### config.mk
export PLATFORM = sky130hd
export DESIGN_NAME = idle_wake_qual
export DESIGN_NICKNAME = d
export VERILOG_FILES = /design/src/rtl/idle_wake_pkg.sv /design/src/rtl/iwq_irq_qual.sv /design/src/rtl/iwq_msg_window.sv /design/src/rtl/iwq_pulse_arb.sv /design/src/rtl/idle_wake_qual.sv
export SDC_FILE = /design/constraint.sdc
export NUM_CORES = 1
export LEC_CHECK = 0
export CAP_MARGIN = 30
export CORE_AREA = 5 5 42 44
export CTS_CLUSTER_SIZE = 10
export DETAILED_ROUTE_END_ITERATION = 8
export DIE_AREA = 0 0 47 49
export DONT_BUFFER_PORTS = 1
export SETUP_SLACK_MARGIN = 0.2
export SLEW_MARGIN = 25
export SYNTH_ARGS = -nofsm -noshare
export SYNTH_HDL_FRONTEND = slang
export SYNTH_SLANG_ARGS = --single-unit
### constraint.sdc
create_clock -name clk -period 3.5 [get_ports clk]
set_input_delay 0.7 -clock clk [delete_from_list [all_inputs] [get_ports clk]]
set_output_delay 0.7 -clock clk [all_outputs]
set_load 0.02 [all_outputs]
### src/rtl/idle_wake_pkg.sv
package idle_wake_pkg;

  typedef enum logic [1:0] {
    ST_C0 = 2'd0,
    ST_C2 = 2'd1,
    ST_C3 = 2'd2,
    ST_C4 = 2'd3
  } idle_st_e;

  function automatic logic st_idle(input logic [1:0] s);
    return s != ST_C0;
  endfunction

  function automatic logic st_deep(input logic [1:0] s);
    return (s == ST_C3) || (s == ST_C4);
  endfunction

  function automatic logic st_shallow(input logic [1:0] s);
    return s == ST_C2;
  endfunction

endpackage

### src/rtl/iwq_irq_qual.sv
module iwq_irq_qual #(
  parameter int N_IRQ   = 24,
  parameter int N_LEGACY = 16
) (
  input  logic             clk,
  input  logic             rst_n,
  input  logic [N_IRQ-1:0] irq_req,
  input  logic [N_IRQ-1:0] irq_mask,
  input  logic             apic_en,
  input  logic             sci_req,
  output logic             int_wake
);

  logic [N_IRQ-1:0] line_ok;
  logic [N_IRQ-1:0] line_live;

  for (genvar i = 0; i < N_IRQ; i++) begin : g_line
    if (i < N_LEGACY) begin : g_legacy
      assign line_ok[i] = 1'b1;
    end else begin : g_apic_only
      assign line_ok[i] = apic_en;
    end
    assign line_live[i] = irq_req[i] & ~irq_mask[i] & line_ok[i];
  end

  assign int_wake = (|line_live) | sci_req;

  // with every request masked or idle and no SCI there is no interrupt wake
  p_mask_hides_r2: assert property (@(posedge clk) disable iff (!rst_n)
    (((irq_req & ~irq_mask) == '0) && !sci_req) |-> !int_wake);

endmodule

### src/rtl/iwq_msg_window.sv
module iwq_msg_window (
  input  logic clk,
  input  logic rst_n,
  input  logic c2_ack,
  input  logic c0_ack,
  input  logic mc_wake,
  output logic msg_wake
);

  logic win_q;

  always_ff @(posedge clk) begin
    if (!rst_n)      win_q <= 1'b0;
    else if (c0_ack) win_q <= 1'b0;
    else if (c2_ack) win_q <= 1'b1;
  end

  assign msg_wake = mc_wake & win_q & ~c0_ack;

  // a C0 acknowledge always closes the window
  p_win_close_r8: assert property (@(posedge clk) disable iff (!rst_n)
    c0_ack |=> !win_q);

  // the window never opens without a prior C2 acknowledge
  p_win_open_r8: assert property (@(posedge clk) disable iff (!rst_n)
    $rose(win_q) |-> $past(c2_ack));

endmodule

### src/rtl/iwq_pulse_arb.sv
module iwq_pulse_arb (
  input  logic clk,
  input  logic rst_n,
  input  logic in_c0,
  input  logic in_deep,
  input  logic brk_lvl,
  input  logic dem_lvl,
  output logic brk_pulse,
  output logic dem_pulse
);

  logic brk_seen, dem_seen;
  logic fire_brk, fire_dem;

  assign fire_brk = brk_lvl & ~brk_seen;
  assign fire_dem = dem_lvl & ~brk_lvl & ~dem_seen & ~brk_seen;

  always_ff @(posedge clk) begin
    if (!rst_n) begin
      brk_pulse <= 1'b0;
      dem_pulse <= 1'b0;
      brk_seen  <= 1'b0;
      dem_seen  <= 1'b0;
    end else begin
      brk_pulse <= fire_brk;
      dem_pulse <= fire_dem;
      brk_seen  <= in_c0 ? 1'b0 : (brk_seen | fire_brk);
      dem_seen  <= in_deep ? (dem_seen | fire_dem) : 1'b0;
    end
  end

  // a break pulse is never followed directly by another
  p_single_brk_r10: assert property (@(posedge clk) disable iff (!rst_n)
    brk_pulse |=> !brk_pulse);

  // the two outputs never pulse together
  p_exclusive_r11: assert property (@(posedge clk) disable iff (!rst_n)
    !(brk_pulse && dem_pulse));

  // a demotion is never granted in a cycle where a break was due
  p_brk_wins_r11: assert property (@(posedge clk) disable iff (!rst_n)
    dem_pulse |-> !$past(brk_lvl));

endmodule

### src/rtl/idle_wake_qual.sv
module idle_wake_qual
  import idle_wake_pkg::*;
#(
  parameter int N_IRQ    = 24,
  parameter int N_LEGACY = 16,
  parameter int N_BM     = 4
) (
  input  logic             clk,
  input  logic             rst_n,
  input  logic [1:0]       cstate,
  input  logic [N_IRQ-1:0] irq_req,
  input  logic [N_IRQ-1:0] irq_mask,
  input  logic             apic_en,
  input  logic             sci_req,
  input  logic             nmi_req,
  input  logic             smi_req,
  input  logic             init_req,
  input  logic [N_BM-1:0]  bm_req,
  input  logic             bm_busy,
  input  logic             bm_reload,
  input  logic             bm_to_c2,
  input  logic             fpe_pin,
  input  logic             fpe_en,
  input  logic             mc_wake,
  input  logic             c2_ack,
  input  logic             c0_ack,
  output logic             wake_brk,
  output logic             fall_c2
);

  logic idle_now, deep_now, c2_now;
  logic int_wake, evt_wake, bm_any, bm_wake, fpe_wake, msg_wake;
  logic brk_lvl, dem_lvl;

  assign idle_now = st_idle(cstate);
  assign deep_now = st_deep(cstate);
  assign c2_now   = st_shallow(cstate);

  iwq_irq_qual #(.N_IRQ(N_IRQ), .N_LEGACY(N_LEGACY)) u_irq (
    .clk      (clk),
    .rst_n    (rst_n),
    .irq_req  (irq_req),
    .irq_mask (irq_mask),
    .apic_en  (apic_en),
    .sci_req  (sci_req),
    .int_wake (int_wake)
  );

  iwq_msg_window u_win (
    .clk      (clk),
    .rst_n    (rst_n),
    .c2_ack   (c2_ack),
    .c0_ack   (c0_ack),
    .mc_wake  (mc_wake),
    .msg_wake (msg_wake)
  );

  assign evt_wake = nmi_req | smi_req | init_req;
  assign bm_any   = (|bm_req) | bm_busy;
  assign bm_wake  = bm_any & bm_reload & ~bm_to_c2 & deep_now;
  assign fpe_wake = fpe_pin & fpe_en & c2_now;

  assign brk_lvl = idle_now & (int_wake | evt_wake | bm_wake | fpe_wake | msg_wake);
  assign dem_lvl = bm_any & bm_to_c2 & deep_now;

  iwq_pulse_arb u_arb (
    .clk       (clk),
    .rst_n     (rst_n),
    .in_c0     (!idle_now),
    .in_deep   (deep_now),
    .brk_lvl   (brk_lvl),
    .dem_lvl   (dem_lvl),
    .brk_pulse (wake_brk),
    .dem_pulse (fall_c2)
  );

  // no break pulse follows a cycle spent in C0
  p_quiet_c0_r9: assert property (@(posedge clk) disable iff (!rst_n)
    wake_brk |-> $past(cstate) != ST_C0);

  // a demotion only follows bus-master traffic in a deep state with demotion enabled
  p_dem_cause_r6: assert property (@(posedge clk) disable iff (!rst_n)
    fall_c2 |-> $past(bm_to_c2 && deep_now && bm_any));

  // a demotion pulse lasts one cycle
  p_dem_width_r12: assert property (@(posedge clk) disable iff (!rst_n)
    fall_c2 |=> !fall_c2);

endmodule

# [Word-level counts from Yosys, hierarchy flattened]
# Index checks and enable logic that the tools add are counted.
[totals] reg_bits=5 latch_bits=0 ramBits=0 mem_bits_ro=0 input_bits=69 output_inout_bits=2 word_cells=101 mem_count=0
[op_classes] addsub=0 mul=0 n_div=0 order_cmp=0 n_eq_ne=3 n_shift=0 muxes=0 n_bitwise=86 n_reduce_logical=7
[op_table] cell="1-bit bitwise AND" count=46
[op_table] cell="1-bit inverter" count=30
[op_table] cell="24-bit OR reduction" count=1
[op_table] cell="1-bit bitwise OR" count=10
[op_table] cell="2-bit equality test, second input constant" count=2
[op_table] cell="2-bit AND reduction" count=2
[op_table] cell="4-bit OR reduction" count=1
[op_table] cell="2-bit by 1-bit equality test with 1-bit output, second input constant" count=1
[op_table] cell="2-bit nonzero test" count=1
[op_table] cell="2-bit OR reduction" count=1
[op_table] cell="1-bit logical OR" count=1

# [Longest topological paths before layout]
[logic_depth] word_depth=15 mapped_depth=5

# [Cells and area by module]
# A second synthesis with hierarchy kept.
[unflattened] cells_unflattened=64 hier_area_um2=442.9
[by_module_without_submodules] mod="iwq_irq_qual" n_inst=1 cells_per_inst=39 area_each_um2=193.9 seq_area_each_um2=0.0
[by_module_without_submodules] mod="iwq_pulse_arb" n_inst=1 cells_per_inst=10 area_each_um2=132.6 seq_area_each_um2=80.1
[by_module_without_submodules] mod="idle_wake_qual" n_inst=1 cells_per_inst=10 area_each_um2=72.6 seq_area_each_um2=0.0
[by_module_without_submodules] mod="iwq_msg_window" n_inst=1 cells_per_inst=5 area_each_um2=43.8 seq_area_each_um2=20.0

# [Least setup slack after synthesis]
# Ideal clock, no wire load.
[synth_path] kind="input to register" startpoint="in bm_req[1]" endpoint="reg u_arb.dem_pulse" setup_time_ps=92 t_arrival_ps=1636 required_ps=3408 path_slack_ps=1772 cell_stages=5 path_buffers=0 path_cell_list="nor3_2 > a21oi_1 > nor4_2 > a31oi_1 > nor4_1"
[synth_between] elab_chain_len=13 elab_cells_between_ends=15 cone_classes="bitwise: 14; reduce/logical: 1"
[synth_rtl] element="from (decl)" line="idle_wake_qual.sv:18" source="input logic [N_BM-1:0] bm_req,"
[synth_rtl] element="4-bit OR reduction *" line="idle_wake_qual.sv:59" source="assign bm_any = (|bm_req) | bm_busy;"
[synth_rtl] element="1-bit bitwise OR *" line="idle_wake_qual.sv:59"
[synth_rtl] element="1-bit bitwise AND (3 in a row)" line="idle_wake_qual.sv:60" source="assign bm_wake = bm_any & bm_reload & ~bm_to_c2 & deep_now;"
[synth_rtl] element="1-bit bitwise OR (3 in a row)" line="idle_wake_qual.sv:63" source="assign brk_lvl = idle_now & (int_wake | evt_wake | bm_wake | fpe_wake | msg_wake);"
[synth_rtl] element="1-bit bitwise AND" line="idle_wake_qual.sv:63"
[synth_rtl] element="1-bit inverter" line="iwq_pulse_arb.sv:16" source="assign fire_dem = dem_lvl & ~brk_lvl & ~dem_seen & ~brk_seen;"
[synth_rtl] element="1-bit bitwise AND * (3 in a row)" line="iwq_pulse_arb.sv:16"
[synth_rtl] element="to (signal assigned)" line="iwq_pulse_arb.sv:26" source="dem_pulse <= fire_dem;"
[synth_rtl] element="to (decl)" line="iwq_pulse_arb.sv:9" source="output logic dem_pulse"
# Mark *: on every way between the ends. The rest lies on a longest branch, timed or not.
# A chain may end at the register's enable or synchronous reset.

# [Final worst setup path]
[layout_path] startpoint="in sci_req" endpoint="reg u_arb.dem_pulse"
[layout_between] elab_chain_len=10
[layout_rtl] element="from (decl)" line="idle_wake_qual.sv:14" source="input logic sci_req,"
[layout_rtl] element="1-bit bitwise OR" line="iwq_irq_qual.sv:26" source="assign int_wake = (|line_live) | sci_req;"
[layout_rtl] element="1-bit bitwise OR (4 in a row)" line="idle_wake_qual.sv:63"
[layout_rtl] element="1-bit bitwise AND" line="idle_wake_qual.sv:63"
[layout_rtl] element="1-bit inverter" line="iwq_pulse_arb.sv:16"
[layout_rtl] element="1-bit bitwise AND (3 in a row)" line="iwq_pulse_arb.sv:16"
# No other way between the ends.

==> metrics <==
outcome finished, final reports clean; # diodes 0; fmax 629 MHz; Leakage Power 0.208 nW; kind of cell adding the most delay to the critical path simple AND/OR/NAND/NOR gates; Worst EP arrival 1740 ps; first-pass GRT wire length 1820 um; hold_sp u_arb.dem_seen$_SDFF_PN0_; Final setup violation count 0; CP Cell Sequence nor4_1, o211ai_1, nor4_2, a31oi_1, nor4_1; die area 0.00230 sq mm; Fillers 161; asr flop ratio synth 0; initial antenna violation count 0; top_reg_cell synth dfxtp_1; Synth warnings 0; RR Startpoint u_win.win_q$_SDFFE_PP0P_; largest cells by area after synthesis dfxtp_1 21%, inv_1 10%, nand2b_1 9.2%, o22ai_1 9.2%, o41ai_4 5.8%; H-Tree Level Count 1; Die Width 47 um; CTS buffer count 3; worst path buffer plus inverter count 0; Worst-Skew Late Latency 240 ps; drt pass-1 iters 2; # Max-Cap Violations 0; drt drc 0; Syn Inst Count 64; flop2flop setup slack 2300 ps; Resize count post-CTS 0; Vias 480; Congestion Overflow GR 0; Root Driver clkbuf_4; clock period minus worst slack 1590 ps; worst flop-to-flop path endpoint u_arb.dem_pulse$_SDFF_PN0_; hold depth 1; setup TNS 0 ps; share of the core filled with cells 0.373; WP data required 3650 ps; crit path launch type input pin; port bufs 0; skew final 2.39 ps; Reg2Reg Depth 5; Setup CP Type input pin to flip-flop; Slew @ Worst Pin 341 ps; via density per instance 5.71; CP Capture Type flip-flop; I/O Pins 71; vias in the first global route 458; Synth cell types 25; Die Y 49 um; synthesis-stage register bit count 5; final std cells w/o fill 84; Fin. Hold Viols 0; core area 0.00140 sq mm; syn_nets 133; hold endpoint u_arb.dem_pulse$_SDFF_PN0_; most instantiated cells after synthesis 13 x inv_1, 7 x nand2b_1, 7 x o22ai_1, 5 x dfxtp_1, 4 x clkinv_1; Detail Route Antenna Nets 0; Worst-path clk slew 40 ps; Rows 14; pin count of the biggest net entering global routing 7; clock sink count 5; Final #Nets 138; CTS tree built; Tot GR Track Use 0.107; Max Slew Vio Count 0; Hold Crit Class flip-flop to flip-flop; Final GP Congestion 0.693; final wirelength 1260 um; most common cell in the netlist inv_1; dpl hpwl 1200 um; Initial Util 0.340; Routed WL per cell 15.0 um; Syn Area/Cell 7.45 sq um; CP peak stage delay 270 ps; Area Growth Syn to Fin 9.71%; unrepaired setup endpoints after global routing false; Placed Cells 80; Max FO, Critical Path 3; Synth area leader dfxtp_1; initial drt markers 1; hold buffers post-CTS 0; critical path's slowest cell nor4_2; Mapped Area 477 sq um; # Post-CTS Setup Buffers 0; Max-slew headroom 0.771; top-area cell type share of the netlist area 0.210; sequential fraction of the synthesis area 0.210; Post-synth EDFFs 0; Power per Cell Area 302 mW/mm^2; VDD IR max 0.000128 V; period utilization 0.454; Worst path most repeated cell nor4_1; share of layout cells above drive strength 1 0.132; clock buffer depth 2
==> per-layer routing <==
layer,up-vias,GRT usage,part of all wire
met5,-,0,0
met4,0,0.0829,0.014
met3,2,0.0295,0.12
met2,31,0.163,0.55
met1,211,0.118,0.32
li1,236,-,-
==> worst max path at each step <==
| stage | end | depth (start not counted) | start |
|---|---|---|---|
| 4_1_cts | u_arb.dem_pulse$_SDFF_PN0_ | 5 | sci_req |
| 6_report | u_arb.dem_pulse$_SDFF_PN0_ | 5 | sci_req |
| 2_1_floorplan | u_arb.dem_pulse$_SDFF_PN0_ | 5 | bm_req[1] |
| 3_5_place_dp | u_arb.dem_pulse$_SDFF_PN0_ | 5 | sci_req |
| 5_1_grt | u_arb.dem_pulse$_SDFF_PN0_ | 5 | bm_req[1] |
| 3_3_place_gp | u_arb.dem_pulse$_SDFF_PN0_ | 5 | sci_req |
==> sequential cells by signal (all words and copies together) (netlist names) <==
name,count
u_win.win_q,1
u_arb.brk_seen,1
u_arb.brk_pulse,1
u_arb.dem_pulse,1
u_arb.dem_seen,1
==> where the power goes <==
part,switching (mW),internal (mW)
clock network,0.0241,0.0431
registers,0.00204,0.0594
logic,0.0137,0.0155
total,0.0398,0.118
==> layout by cell type (no fill, tap or decap) <==
cell type and n:
a311oi_1 1, nand3b_1 1, clkbuf_4 3, o2111ai_1 2, dfxtp_1 5, nor4_2 2, a21oi_1 1, nand2b_1 7
nand3_1 2, nand4_1 1, nand2_1 2, inv_2 1, o22ai_4 1, a31oi_1 1, nor3_2 1, o211ai_1 1
nand4b_1 2, o21ai_1 1, clkbuf_1 1, inv_1 13, nor4_1 2, o41ai_4 1, nor3b_1 1, nor2_1 3
o22ai_1 7, clkinv_1 4, and3b_1 1
==> final cells by class <==
cell class,count,area (sq um),area share
multi-input cells,41,309,0.591
clock buffers,4,26.3,0.0502
well taps,16,20.0,0.0383
inverters,18,67.6,0.129
flip-flops and latches,5,100,0.191
==> per-stage QoR <==
step / power, mW / area [sq um] / worst slack, ps / hold WS (ps)
floorplan: 0.0887 / 477 / 1770 / 397
global placement: 0.0915 / 497 / 1690 / 424
detailed placement: 0.0921 / 497 / 1640 / 419
CTS: 0.162 / 523 / 1900 / 426
global route: 0.172 / 523 / 1740 / 454
finish: 0.158 / 523 / 1910 / 420
==> cell families after synthesis <==
kind of cell           Yosys count  share of synthesized area
flip-flops                       5                      0.210
AND/OR/NAND/NOR                 25                      0.352
buffers and inverters           18                      0.142
AO/OA/AOI/OAI                   16                      0.297
No activity file was read; power rests on OpenSTA's default activity.
